<file path="src/rtl/irqc_pkg.sv">
package irqc_pkg;

   localparam int PRIO_W = 8;
   localparam int SNS_W  = 2;

   typedef enum logic [SNS_W-1:0] {
      SNS_LVL_HI = 2'd0,
      SNS_LVL_LO = 2'd1,
      SNS_RISE   = 2'd2,
      SNS_FALL   = 2'd3
   } sense_e;

   localparam int OFS_LOC_SENSE = 'h014;
   localparam int OFS_LOC_PRIO  = 'h020;
   localparam int OFS_READY     = 'h06C;
   localparam int OFS_SET_EN    = 'h0A0;
   localparam int OFS_CLR_EN    = 'h0A4;
   localparam int OFS_ACK       = 'h0B4;
   localparam int OFS_SHR_SENSE = 'h100;
   localparam int OFS_SHR_PRIO  = 'h200;

   localparam logic [31:0] IDLE_WORD = 32'h0000_0000;

   // byte address of the packed word that holds field idx of width fw
   function automatic int fld_addr(int idx, int nloc, int loc_base, int shr_base, int fw);
      int j;
      j = (idx < nloc) ? idx : idx - nloc;
      return ((idx < nloc) ? loc_base : shr_base) + ((j * fw) / 32) * 4;
   endfunction

   // lowest bit of field idx inside its packed word
   function automatic int fld_lsb(int idx, int nloc, int fw);
      int j;
      j = (idx < nloc) ? idx : idx - nloc;
      return (j * fw) % 32;
   endfunction

endpackage

</file>
<file path="src/rtl/irqc_regs.sv">
module irqc_regs
   import irqc_pkg::*;
#(
   parameter int NUM_SRC   = 32,
   parameter int NUM_LOCAL = 16,
   parameter int ADDR_W    = 12
) (
   input  logic                              clk,
   input  logic                              rst_n,
   input  logic                              wr_i,
   input  logic [ADDR_W-1:0]                 addr_i,
   input  logic [31:0]                       wdata_i,
   output logic [NUM_SRC-1:0][SNS_W-1:0]     sense_o,
   output logic [NUM_SRC-1:0][PRIO_W-1:0]    prio_o,
   output logic [NUM_SRC-1:0]                en_o,
   output logic [31:0]                       cfg_rdata_o
);

   localparam logic [ADDR_W-1:0] A_SET = ADDR_W'(OFS_SET_EN);
   localparam logic [ADDR_W-1:0] A_CLR = ADDR_W'(OFS_CLR_EN);

   for (genvar i = 0; i < NUM_SRC; i++) begin : g_src
      localparam int SA = fld_addr(i, NUM_LOCAL, OFS_LOC_SENSE, OFS_SHR_SENSE, SNS_W);
      localparam int SL = fld_lsb(i, NUM_LOCAL, SNS_W);
      localparam int PA = fld_addr(i, NUM_LOCAL, OFS_LOC_PRIO, OFS_SHR_PRIO, PRIO_W);
      localparam int PL = fld_lsb(i, NUM_LOCAL, PRIO_W);

      logic [SNS_W-1:0]  sense_r;
      logic [PRIO_W-1:0] prio_r;
      logic              en_r;

      always_ff @(posedge clk or negedge rst_n) begin
         if (!rst_n) begin
            sense_r <= SNS_LVL_HI;
            prio_r  <= '0;
            en_r    <= 1'b0;
         end else if (wr_i) begin
            if (addr_i == ADDR_W'(SA)) sense_r <= wdata_i[SL +: SNS_W];
            if (addr_i == ADDR_W'(PA)) prio_r  <= wdata_i[PL +: PRIO_W];
            if (addr_i == A_SET && wdata_i == 32'(i)) en_r <= 1'b1;
            if (addr_i == A_CLR && wdata_i == 32'(i)) en_r <= 1'b0;
         end
      end

      assign sense_o[i] = sense_r;
      assign prio_o[i]  = prio_r;
      assign en_o[i]    = en_r;

      a_r6_set_enables: assert property (@(posedge clk) disable iff (!rst_n)
         (wr_i && addr_i == A_SET && wdata_i == 32'(i)) |=> en_o[i]);
      a_r6_clr_disables: assert property (@(posedge clk) disable iff (!rst_n)
         (wr_i && addr_i == A_CLR && wdata_i == 32'(i)) |=> !en_o[i]);
   end

   always_comb begin
      cfg_rdata_o = '0;
      for (int i = 0; i < NUM_SRC; i++) begin
         if (addr_i == ADDR_W'(fld_addr(i, NUM_LOCAL, OFS_LOC_SENSE, OFS_SHR_SENSE, SNS_W)))
            cfg_rdata_o = cfg_rdata_o | (32'(sense_o[i]) << fld_lsb(i, NUM_LOCAL, SNS_W));
         if (addr_i == ADDR_W'(fld_addr(i, NUM_LOCAL, OFS_LOC_PRIO, OFS_SHR_PRIO, PRIO_W)))
            cfg_rdata_o = cfg_rdata_o | (32'(prio_o[i]) << fld_lsb(i, NUM_LOCAL, PRIO_W));
      end
   end

   // an out-of-range number leaves every enable untouched
   a_r6_range_ignored: assert property (@(posedge clk) disable iff (!rst_n)
      (wr_i && (addr_i == A_SET || addr_i == A_CLR) && wdata_i >= 32'(NUM_SRC)) |=> $stable(en_o));

endmodule

</file>
<file path="src/rtl/irqc_src.sv">
module irqc_src
   import irqc_pkg::*;
(
   input  logic             clk,
   input  logic             rst_n,
   input  logic             irq_i,
   input  logic [SNS_W-1:0] mode_i,
   input  logic             en_i,
   input  logic             take_i,
   input  logic             ack_i,
   output logic             req_o
);

   logic prev_q, latch_q, insvc_q;
   logic is_edge, lvl_act, edge_now, pend;

   always_comb begin
      is_edge  = mode_i[1];
      lvl_act  = irq_i ^ (mode_i == SNS_LVL_LO);
      unique case (mode_i)
         SNS_RISE: edge_now = irq_i & ~prev_q;
         SNS_FALL: edge_now = ~irq_i & prev_q;
         default:  edge_now = 1'b0;
      endcase
      pend  = is_edge ? latch_q : lvl_act;
      req_o = pend & en_i & ~insvc_q;
   end

   always_ff @(posedge clk or negedge rst_n) begin
      if (!rst_n) begin
         prev_q  <= 1'b0;
         latch_q <= 1'b0;
         insvc_q <= 1'b0;
      end else begin
         prev_q <= irq_i;
         if (!is_edge)      latch_q <= 1'b0;
         else if (edge_now) latch_q <= 1'b1;
         else if (ack_i)    latch_q <= 1'b0;
         if (take_i)        insvc_q <= 1'b1;
         else if (ack_i)    insvc_q <= 1'b0;
      end
   end

   a_r3_latch_holds: assert property (@(posedge clk) disable iff (!rst_n)
      (is_edge && latch_q && !ack_i) |=> latch_q);
   a_r9_service_holds: assert property (@(posedge clk) disable iff (!rst_n)
      (insvc_q && !ack_i) |=> insvc_q);
   a_r10_ack_releases: assert property (@(posedge clk) disable iff (!rst_n)
      (ack_i && !take_i) |=> !insvc_q);
   a_r9_taken_masked: assert property (@(posedge clk) disable iff (!rst_n)
      take_i |=> !req_o);

endmodule

</file>
<file path="src/rtl/irqc_arb.sv">
module irqc_arb
   import irqc_pkg::*;
#(
   parameter int NUM_SRC = 32,
   parameter int ID_W    = $clog2(NUM_SRC)
) (
   input  logic                           clk,
   input  logic                           rst_n,
   input  logic [NUM_SRC-1:0]             req_i,
   input  logic [NUM_SRC-1:0][PRIO_W-1:0] prio_i,
   output logic                           valid_o,
   output logic [ID_W-1:0]                id_o
);

   logic [PRIO_W-1:0] best;

   // strict compare: an equal value never displaces a lower number
   always_comb begin
      valid_o = 1'b0;
      id_o    = '0;
      best    = '0;
      for (int i = 0; i < NUM_SRC; i++) begin
         if (req_i[i] && (!valid_o || prio_i[i] > best)) begin
            valid_o = 1'b1;
            id_o    = ID_W'(i);
            best    = prio_i[i];
         end
      end
   end

   a_r7_winner_requests: assert property (@(posedge clk) disable iff (!rst_n)
      valid_o |-> req_i[id_o]);

   for (genvar i = 0; i < NUM_SRC; i++) begin : g_chk
      a_r7_none_higher: assert property (@(posedge clk) disable iff (!rst_n)
         req_i[i] |-> (valid_o && prio_i[id_o] >= prio_i[i]));
      a_r7_tie_lowest: assert property (@(posedge clk) disable iff (!rst_n)
         (req_i[i] && prio_i[i] == prio_i[id_o]) |-> (32'(id_o) <= i));
   end

endmodule

</file>
<file path="src/rtl/irq_prio_ctrl.sv">
module irq_prio_ctrl
   import irqc_pkg::*;
#(
   parameter int NUM_SRC   = 32,
   parameter int NUM_LOCAL = 16,
   parameter int ADDR_W    = 12
) (
   input  logic               clk,
   input  logic               rst_n,
   input  logic [NUM_SRC-1:0] irq_src_i,
   input  logic               bus_wr_i,
   input  logic               bus_rd_i,
   input  logic [ADDR_W-1:0]  bus_addr_i,
   input  logic [31:0]        bus_wdata_i,
   output logic [31:0]        bus_rdata_o,
   output logic               cpu_irq_o
);

   localparam int ID_W = $clog2(NUM_SRC);
   localparam logic [ADDR_W-1:0] A_READY = ADDR_W'(OFS_READY);
   localparam logic [ADDR_W-1:0] A_ACK   = ADDR_W'(OFS_ACK);

   if (NUM_SRC < 2 || NUM_LOCAL < 1 || NUM_LOCAL > NUM_SRC || NUM_LOCAL > 48 ||
       NUM_SRC - NUM_LOCAL > 256 || ADDR_W < 12) begin : g_bad_cfg
      $error("irq_prio_ctrl: unsupported parameter set");
   end

   logic [NUM_SRC-1:0][SNS_W-1:0]  sense;
   logic [NUM_SRC-1:0][PRIO_W-1:0] prio;
   logic [NUM_SRC-1:0]             en, req;
   logic [31:0]                    cfg_rdata, rdata_q;
   logic                           win_valid, rd_ready, ack_wr;
   logic [ID_W-1:0]                win_id;

   assign rd_ready = bus_rd_i && bus_addr_i == A_READY;
   assign ack_wr   = bus_wr_i && bus_addr_i == A_ACK;

   irqc_regs #(.NUM_SRC(NUM_SRC), .NUM_LOCAL(NUM_LOCAL), .ADDR_W(ADDR_W)) u_regs (
      .clk         (clk),
      .rst_n       (rst_n),
      .wr_i        (bus_wr_i),
      .addr_i      (bus_addr_i),
      .wdata_i     (bus_wdata_i),
      .sense_o     (sense),
      .prio_o      (prio),
      .en_o        (en),
      .cfg_rdata_o (cfg_rdata)
   );

   for (genvar i = 0; i < NUM_SRC; i++) begin : g_line
      irqc_src u_src (
         .clk    (clk),
         .rst_n  (rst_n),
         .irq_i  (irq_src_i[i]),
         .mode_i (sense[i]),
         .en_i   (en[i]),
         .take_i (rd_ready && win_valid && win_id == ID_W'(i)),
         .ack_i  (ack_wr && bus_wdata_i == 32'(i)),
         .req_o  (req[i])
      );
   end

   irqc_arb #(.NUM_SRC(NUM_SRC), .ID_W(ID_W)) u_arb (
      .clk     (clk),
      .rst_n   (rst_n),
      .req_i   (req),
      .prio_i  (prio),
      .valid_o (win_valid),
      .id_o    (win_id)
   );

   always_ff @(posedge clk or negedge rst_n) begin
      if (!rst_n)
         rdata_q <= '0;
      else if (bus_rd_i)
         rdata_q <= rd_ready ? (win_valid ? {1'b1, 31'(win_id)} : IDLE_WORD) : cfg_rdata;
   end

   assign bus_rdata_o = rdata_q;
   assign cpu_irq_o   = win_valid;

   a_r8_valid_flag: assert property (@(posedge clk) disable iff (!rst_n)
      (rd_ready && cpu_irq_o) |=> bus_rdata_o[31]);
   a_r8_idle_word: assert property (@(posedge clk) disable iff (!rst_n)
      (rd_ready && !cpu_irq_o) |=> bus_rdata_o == IDLE_WORD);
   a_r12_rdata_held: assert property (@(posedge clk) disable iff (!rst_n)
      !bus_rd_i |=> $stable(bus_rdata_o));

endmodule

</file>
<file path="config.mk">
export PLATFORM = sky130hd
export DESIGN_NAME = irq_prio_ctrl
export DESIGN_NICKNAME = d
export VERILOG_FILES = /design/src/rtl/irqc_pkg.sv /design/src/rtl/irqc_regs.sv /design/src/rtl/irqc_src.sv /design/src/rtl/irqc_arb.sv /design/src/rtl/irq_prio_ctrl.sv
export SDC_FILE = /design/constraint.sdc
export NUM_CORES = 2
export LEC_CHECK = 0
export ABC_AREA = 1
export BUFFER_PORTS_ARGS = -buffer_cell sky130_fd_sc_hd__buf_2
export CAP_MARGIN = 20
export CORE_MARGIN = 4
export CORE_UTILIZATION = 45
export DETAILED_ROUTE_END_ITERATION = 8
export PLACE_DENSITY = 0.58
export SYNTH_ARGS = -nofsm -noshare
export SYNTH_HDL_FRONTEND = slang
export SYNTH_SLANG_ARGS = --single-unit
</file>
<file path="constraint.sdc">
create_clock -name clk -period 74.9 [get_ports clk]
set_input_delay 11.235 -clock clk [delete_from_list [all_inputs] [get_ports clk]]
set_output_delay 11.235 -clock clk [all_outputs]
set_load 0.02 [all_outputs]
</file>
# After elaboration in Yosys (flattened, before gate mapping)
# Cells that the tools add are included.
[word_totals] word_cells=1495 inputBits=80 memories=0 ff_bits=480 latch_bits=0 mem_bits_rw=0 romBits=0
[op_classes] reduce_logical=332 n_div=0 n_eq_ne=204 order_cmp=31 addsub=0 n_mul=0 muxes=416 n_shift=0 bitwise=319
[ops] op="$mux W32" count=65
[ops] op="$eq A32 B5 Y1 const B" count=16
[ops] op="$or A32 B16 Y32" count=10
[ops] op="$or A32 B24 Y32" count=10
[ops] op="$or A32 B32 Y32" count=10
[ops] op="$or A32 B8 Y32" count=9
[ops] op="$mux W1" count=257
[ops] op="$eq A32 B4 Y1 const B" count=8
[ops] op="$gt A8 B8 Y1" count=31
[ops] op="$mux W8" count=31
[ops] op="$logic_and A1 B1 Y1" count=162
[ops] op="$and A1 B1 Y1" count=128
[ops] op="$eq A2 B2 Y1 const B" count=64
[ops] op="$eq A32 B3 Y1 const B" count=4
[ops] op="$reduce_bool A2 Y1" count=64
[ops] op="$ne A3 B1 Y1 const B" count=32
[ops] op="$not A1 Y1" count=96
[ops] op="$reduce_and A2 Y1" count=42
[ops] op="$eq A5 B5 Y1 const B" count=16
[ops] op="$mux W5" count=16
[ops] op="$eq A2 B1 Y1 const B" count=32
[ops] op="$eq A32 B2 Y1 const B" count=2
[ops] op="$or A32 B10 Y32" count=2
[ops] op="$or A32 B12 Y32" count=2
[ops] op="other kinds (31)" count=193

# Depth between registers and ports, before layout
[logic_depth] depth_word=133 mapped_depth=415 depth_no_buf=382

# Cells and area by module
# From an unflattened synthesis, not the netlist that was laid out.
[hier_totals] cells_unflattened=5071 hier_area_um2=34769.6
[by_module_without_submodules] mod="irqc_regs" n_inst=1 seq_area_each_um2=8808.4 area_per_inst_um2=16981.3 cells_per_inst=2137
[by_module_without_submodules] mod="irqc_arb" n_inst=1 seq_area_each_um2=0.0 area_per_inst_um2=9743.1 cells_per_inst=1753
[by_module_without_submodules] mod="irqc_src" n_inst=32 seq_area_each_um2=75.1 area_per_inst_um2=180.2 cells_per_inst=26
[by_module_without_submodules] mod="irq_prio_ctrl" n_inst=1 seq_area_each_um2=800.8 area_per_inst_um2=2279.7 cells_per_inst=349

# Worst setup path before layout
# OpenSTA, ideal clock, no wires.
[synth_path] kind="input to register" from="input port irq_src_i[0]" to="register g_line[20].u_src.insvc_q" path_slack_ps=23749 path_stages=357 arrival_time_ps=51074 path_buffers=33 setup_ps=77 required_time_ps=74823 cell_sequence="nand2_1 -> inv_1 -> o21ai_1 -> nand2_1 -> inv_2 -> nand2_1 -> ha_1 -> a21o_1 -> nor2_1 -> nand2_1 -> nand2_1 -> nand2_1 -> nand2_1 -> buf_2 -> nand2_1 -> o21ai_0 -> ha_1 -> nand2_1 -> [... 321 more ...] -> o211ai_1 -> o21ai_1 -> ha_1 -> nand2_1 -> inv_1 -> nand3_1 -> o221ai_1 -> o21ai_0 -> nand2_1 -> nand2_1 -> nand2_1 -> inv_1 -> nand2_1 -> nor3_2 -> nand2_4 -> nor2_4 -> nand3_2 -> o21ai_1"
[synth_via] elab_chain_cells=132
[synth_lines] item="start, declared" line_no="irq_prio_ctrl.sv:10" text="input logic [NUM_SRC-1:0] irq_src_i,"
[synth_lines] item="$xor A1 B1 Y1 *" line_no="irqc_src.sv:19" text="lvl_act = irq_i ^ (mode_i == SNS_LVL_LO);"
[synth_lines] item="$mux W1 *" line_no="irqc_src.sv:25" text="pend = is_edge ? latch_q : lvl_act;"
[synth_lines] item="$and A1 B1 Y1 * (2 in a row)" line_no="irqc_src.sv:26" text="req_o = pend & en_i & ~insvc_q;"
[synth_lines] item="$mux W8 or $mux W1 (tied branches)" line_no="irqc_arb.sv:23" text="if (req_i[i] && (!valid_o || prio_i[i] > best)) begin"
[synth_lines] item="$gt A8 B8 Y1 or $logic_not A1 Y1 (tied branches)" line_no="irqc_arb.sv:23"
[synth_lines] item="$logic_or A1 B1 Y1" line_no="irqc_arb.sv:23"
[synth_lines] item="$logic_and A1 B1 Y1" line_no="irqc_arb.sv:23"
[synth_lines] item="$mux W8 or $mux W1 (tied branches)" line_no="irqc_arb.sv:23"
[synth_lines] item="[... 115 more ...]"
[synth_lines] item="$mux W8 or $mux W1 (tied branches)" line_no="irqc_arb.sv:23"
[synth_lines] item="$gt A8 B8 Y1 or $logic_not A1 Y1 (tied branches)" line_no="irqc_arb.sv:23"
[synth_lines] item="$logic_or A1 B1 Y1" line_no="irqc_arb.sv:23"
[synth_lines] item="$logic_and A1 B1 Y1" line_no="irqc_arb.sv:23"
[synth_lines] item="$mux W5 or $mux W1 (tied branches)" line_no="irqc_arb.sv:23"
[synth_lines] item="$eq A5 B5 Y1 or $logic_and A1 B1 Y1 (tied branches)" line_no="irq_prio_ctrl.sv:57" text=".take_i (rd_ready && win_valid && win_id == ID_W'(i)),"
[synth_lines] item="$logic_and A1 B1 Y1 *" line_no="irq_prio_ctrl.sv:57"
[synth_lines] item="$mux W1 or $reduce_bool A2 Y1 (tied branches)"
[synth_lines] item="end signal, assigned" line_no="irqc_src.sv:33" text="insvc_q <= 1'b0;"
[synth_lines] item="end signal, assigned" line_no="irqc_src.sv:39" text="if (take_i) insvc_q <= 1'b1;"
[synth_lines] item="end signal, assigned" line_no="irqc_src.sv:40" text="else if (ack_i) insvc_q <= 1'b0;"
[synth_lines] item="end, declared" line_no="irqc_src.sv:14" text="logic prev_q, latch_q, insvc_q;"
# Mark *: on every way between the ends. The rest lies on a longest branch, timed or not.
# A chain may end at the register's enable or synchronous reset.

# Final worst setup path
[layout_path] from="input port irq_src_i[0]" to="register g_line[0].u_src.insvc_q"
[layout_via] elab_chain_cells=132
[layout_lines] item="$xor A1 B1 Y1 *" line_no="irqc_src.sv:19"
[layout_lines] item="$mux W1 *" line_no="irqc_src.sv:25"
[layout_lines] item="$and A1 B1 Y1 * (2 in a row)" line_no="irqc_src.sv:26"
[layout_lines] item="$mux W8 or $mux W1 (tied branches)" line_no="irqc_arb.sv:23"
[layout_lines] item="$gt A8 B8 Y1 or $logic_not A1 Y1 (tied branches)" line_no="irqc_arb.sv:23"
[layout_lines] item="$logic_or A1 B1 Y1" line_no="irqc_arb.sv:23"
[layout_lines] item="$logic_and A1 B1 Y1" line_no="irqc_arb.sv:23"
[layout_lines] item="$mux W8 or $mux W1 (tied branches)" line_no="irqc_arb.sv:23"
[layout_lines] item="[... 115 more ...]"
[layout_lines] item="$mux W8 or $mux W1 (tied branches)" line_no="irqc_arb.sv:23"
[layout_lines] item="$gt A8 B8 Y1 or $logic_not A1 Y1 (tied branches)" line_no="irqc_arb.sv:23"
[layout_lines] item="$logic_or A1 B1 Y1" line_no="irqc_arb.sv:23"
[layout_lines] item="$logic_and A1 B1 Y1" line_no="irqc_arb.sv:23"
[layout_lines] item="$mux W5 or $mux W1 (tied branches)" line_no="irqc_arb.sv:23"
[layout_lines] item="$logic_not A5 Y1 or $logic_and A1 B1 Y1 (tied branches)" line_no="irq_prio_ctrl.sv:57"
[layout_lines] item="$logic_and A1 B1 Y1 *" line_no="irq_prio_ctrl.sv:57"
[layout_lines] item="$mux W1 or $reduce_bool A2 Y1 (tied branches)"
[layout_lines] item="end signal, assigned" line_no="irqc_src.sv:33"
[layout_lines] item="end signal, assigned" line_no="irqc_src.sv:39"
[layout_lines] item="end signal, assigned" line_no="irqc_src.sv:40"
[layout_lines] item="end, declared" line_no="irqc_src.sv:14"
# Marks and branches as above.

==> impl_results.md <==
* Top_reg_cell synth: dfrtp_1
* Post-synth top area share at ~39%
* Final Cell Area at 0.0340 mm²
* Metal3 WL at between 10000 and 15000 µm
* Via count at 30.1k
* Synthesis-to-layout area growth at 10.7%
* Die X at approximately 270 µm
* Synth area leader: dfrtp_1
* Syn avg cell area at approximately 7.6 µm²
* Final core occ at between 50 and 60%
* R2R Path Start: u_regs.g_src[0].sense_r[0]
* CP startpoint: irq_src_i[0]
* CP max stage delay at between 800 and 900 ps
* Worst rel slew slack at a little under a fifth
* Nature of the critical path endpoint: flip-flop
* Unrepaired setup endpoints after global routing: no
* Post-synth EDFFs at 0
* Die height at around 270 µm
* Final HPWL DP at 106000 µm
* Vias per std cell at ~6.0
* Period utilization at about 77%
* Fin Clk Skew at around 19 ps
* Max_cap viols at 0
* ANT nets after route at 0
* Worst-path maximum fanout at 30
* Fmax at between 15 and 20 MHz
* Clock sink count at 480
* Cells after Synth at around 4.0k
* Register area at between 0.01 and 0.015 mm²
* Post-DP Area at between 0.03 and 0.04 mm²
* Routed length on met2 at about 58000 µm
* FFs w/ async S/R, synth at 100%
* Distinct cells, synth at 53
* Nets at roughly 4.4k
* Synth cell count leaders: nand2_1, o21ai_0, dfrtp_1, inv_1, ha_1
* #FFs+latches synth at between 400 and 500
* Ports at approximately 110
* FP Rows at 95
* Slew Limit Fails at 0
* Die footprint at roughly 0.072 mm²
* Crit-path slowest cell: nor2_1
* Measured slew at the worst slew-check pin at roughly 1200 ps
* Vias in the first global route at between 20k and 30k
* Sequential area share after synthesis at around 39%
* DR DRC count at 0
* Clock Tree Buf Depth at 3
* Post-CTS Resized at 0
* Most frequent cell after synthesis: nand2_1
* CP most frequent cell: nand2_1
* Gpl congestion at 1.05
* TritonRoute pass-1 iters at 6
* Mapped Nets at between 4k and 5k
* Required time worst endpoint at roughly 75000 ps
* Ranking of synthesized cells by area: dfrtp_1, nand2_1, o21ai_0
* Top sig layer: met5
* Depth of the CTS H-tree at 2
* Fill cells at between 6k and 7k
* Syn. warnings at 0
* Initial core utilization at a little under half
* Leak at between 0.015 and 0.02 µW
* Global-route usage over all layers at 37.1%
* Reg2reg setup slack at between 20000 and 30000 ps
* M1 WL at roughly 57000 µm
* Cts bufs inserted at 55
* WS Path Type: in -> reg
* Remaining global-route overflow at 0
* Minimum clock period at 57910 ps
* Area of the multi-input gates at about 0.016 mm²
* Worst r2r dst: g_line[0].u_src.insvc_q
* Post-CTS Setup Bufs at 0
* Max VDD drop at approximately 17 µV
* Outcome: complete, no violations
* Critical Path End: g_line[0].u_src.insvc_q
* Share of layout cells above drive strength 1 at a little under a tenth
* CTS tree: yes
* Largest net degree at the start of global routing at 94
* # hold bufs at CTS at 0
* PD cells at ~17 mW/mm²
* Total core area at ~0.067 mm²
* Clk_lat worst skew at 630 ps
* IO buf count at around 110
* CP Launch Type: primary input
* Initial antenna violation count at 10
* Clk pin slew, worst setup/hold paths at about 60 ps
* CP arrival at roughly 58000 ps
* Root Buffer Master: clkbuf_16
* Synthesized area at slightly above 0.03 mm²
* Hold Fails Final Rpt at 0
* Drt total wl at 139000 µm
* First-pass GRT wire length at between 150000 and 200000 µm
* Final setup violation count at 0
* Hold Path Class: reg -> reg
* Final setup TNS at 0 ps
* Initial drt markers at approximately 4.2k
* R2R depth at around 330
* WL/cell at ~28 µm
==> where the power goes <==
| group | switching, µW | internal [µW] | leakage, µW | total (µW) |
|---|---|---|---|---|
| combinational | 22.7 | 6.08 | 0.00909 | 28.8 |
| clock | 118 | 158 | 0.000900 | 276 |
| sequential | 2.03 | 261 | 0.00663 | 263 |
| total | 143 | 425 | 0.0166 | 568 |
==> cells in the final DEF (no fill, tap or decap), drive strengths merged, types with 3 or more instances in the layout <==
cell | synthesis | final
clkinv | 4 | 17
dfrtp | 480 | 480
o21a | 13 | 13
a22oi | 4 | 4
clkbuf | 113 | 77
nand3 | 160 | 160
nand2 | 1023 | 1023
buf | 36 | 153
o22ai | 22 | 22
or2 | 25 | 25
a21oi | 215 | 215
and3 | 9 | 9
a32o | 4 | 4
a221oi | 66 | 66
mux2i | 21 | 21
ha | 224 | 224
clkinvlp | 0 | 6
o221ai | 7 | 7
a211oi | 25 | 25
a31oi | 3 | 3
nand4 | 81 | 81
nor4 | 41 | 41
a22o | 31 | 31
nor2 | 162 | 162
o21ai | 674 | 674
xnor2 | 30 | 30
o211ai | 46 | 46
diode | 0 | 6
o21bai | 25 | 25
inv | 439 | 442
nor3 | 19 | 19
==> worst max-delay path: cells and delay by family <==
family                     cells  cell delay [ps]
and+or+nand+nor              191            20370
AOI/OAI and AO/OA             85            15240
adders and majority gates     31             9850
buffers and inverters         20             1590
==> flip-flops by register name (all words and copies together) (netlist names) <==
register,count
bus_rdata_o,32
u_regs.g_src.en_r,32
g_line.u_src.latch_q,32
g_line.u_src.insvc_q,32
g_line.u_src.prev_q,32
u_regs.g_src.sense_r,64
u_regs.g_src.prio_r,256
==> cell type report <==
cell class	instances	area share [%]
Multi-Input combinational cell	2940	48.3
Sequential cell	480	35.4
Inverter	443	4.90
Clock buffer	77	4.77
Tap cell	873	3.22
Timing Repair Buffer	153	2.74
Clock inverter	24	0.656
Antenna cell	6	0.0442
==> how the worst min path moves through the flow <==
stage          slack (ps)                       to                     from  cells past startpoint
2_1_floorplan         440  g_line[1].u_src.insvc_q  g_line[1].u_src.insvc_q                      2
3_3_place_gp          460          bus_rdata_o[16]          bus_rdata_o[16]                      2
3_5_place_dp          470  g_line[1].u_src.insvc_q  g_line[1].u_src.insvc_q                      2
4_1_cts               480  g_line[1].u_src.insvc_q  g_line[1].u_src.insvc_q                      2
5_1_grt               490  g_line[1].u_src.insvc_q  g_line[1].u_src.insvc_q                      2
6_report              480  g_line[1].u_src.insvc_q  g_line[1].u_src.insvc_q                      2
==> kinds of logic after synthesis <==
logic type	Yosys count	synth area share, %
XOR/XNOR	31	0.885
AO/OA/AOI/OAI	1140	21.2
flip-flops	480	39.1
multiplexers	21	0.685
buffers and inverters	593	7.53
AND/OR/NAND/NOR	1524	21.5
adder cells (fa/ha/maj)	224	9.13
==> routing by layer <==
metal	up-vias	global-route usage (%)
met1	14158	50.7
met3	368	8.20
met4	2	21.4
li1	13868	-
met2	1675	54.6
met5	-	0
==> per-stage QoR <==
stage | std cells | hold slack, ps | worst slack, ps | total power [µW]
after floorplan | 4013 | 440 | 23750 | 276
after global placement | 4885 | 464 | 17130 | 295
after detailed placement | 4886 | 466 | 17440 | 296
after CTS | 4987 | 481 | 17930 | 570
after global routing | 4990 | 492 | 11700 | 583
final | 4996 | 476 | 16990 | 568
Note: power is estimated with default switching activity, not from simulation.
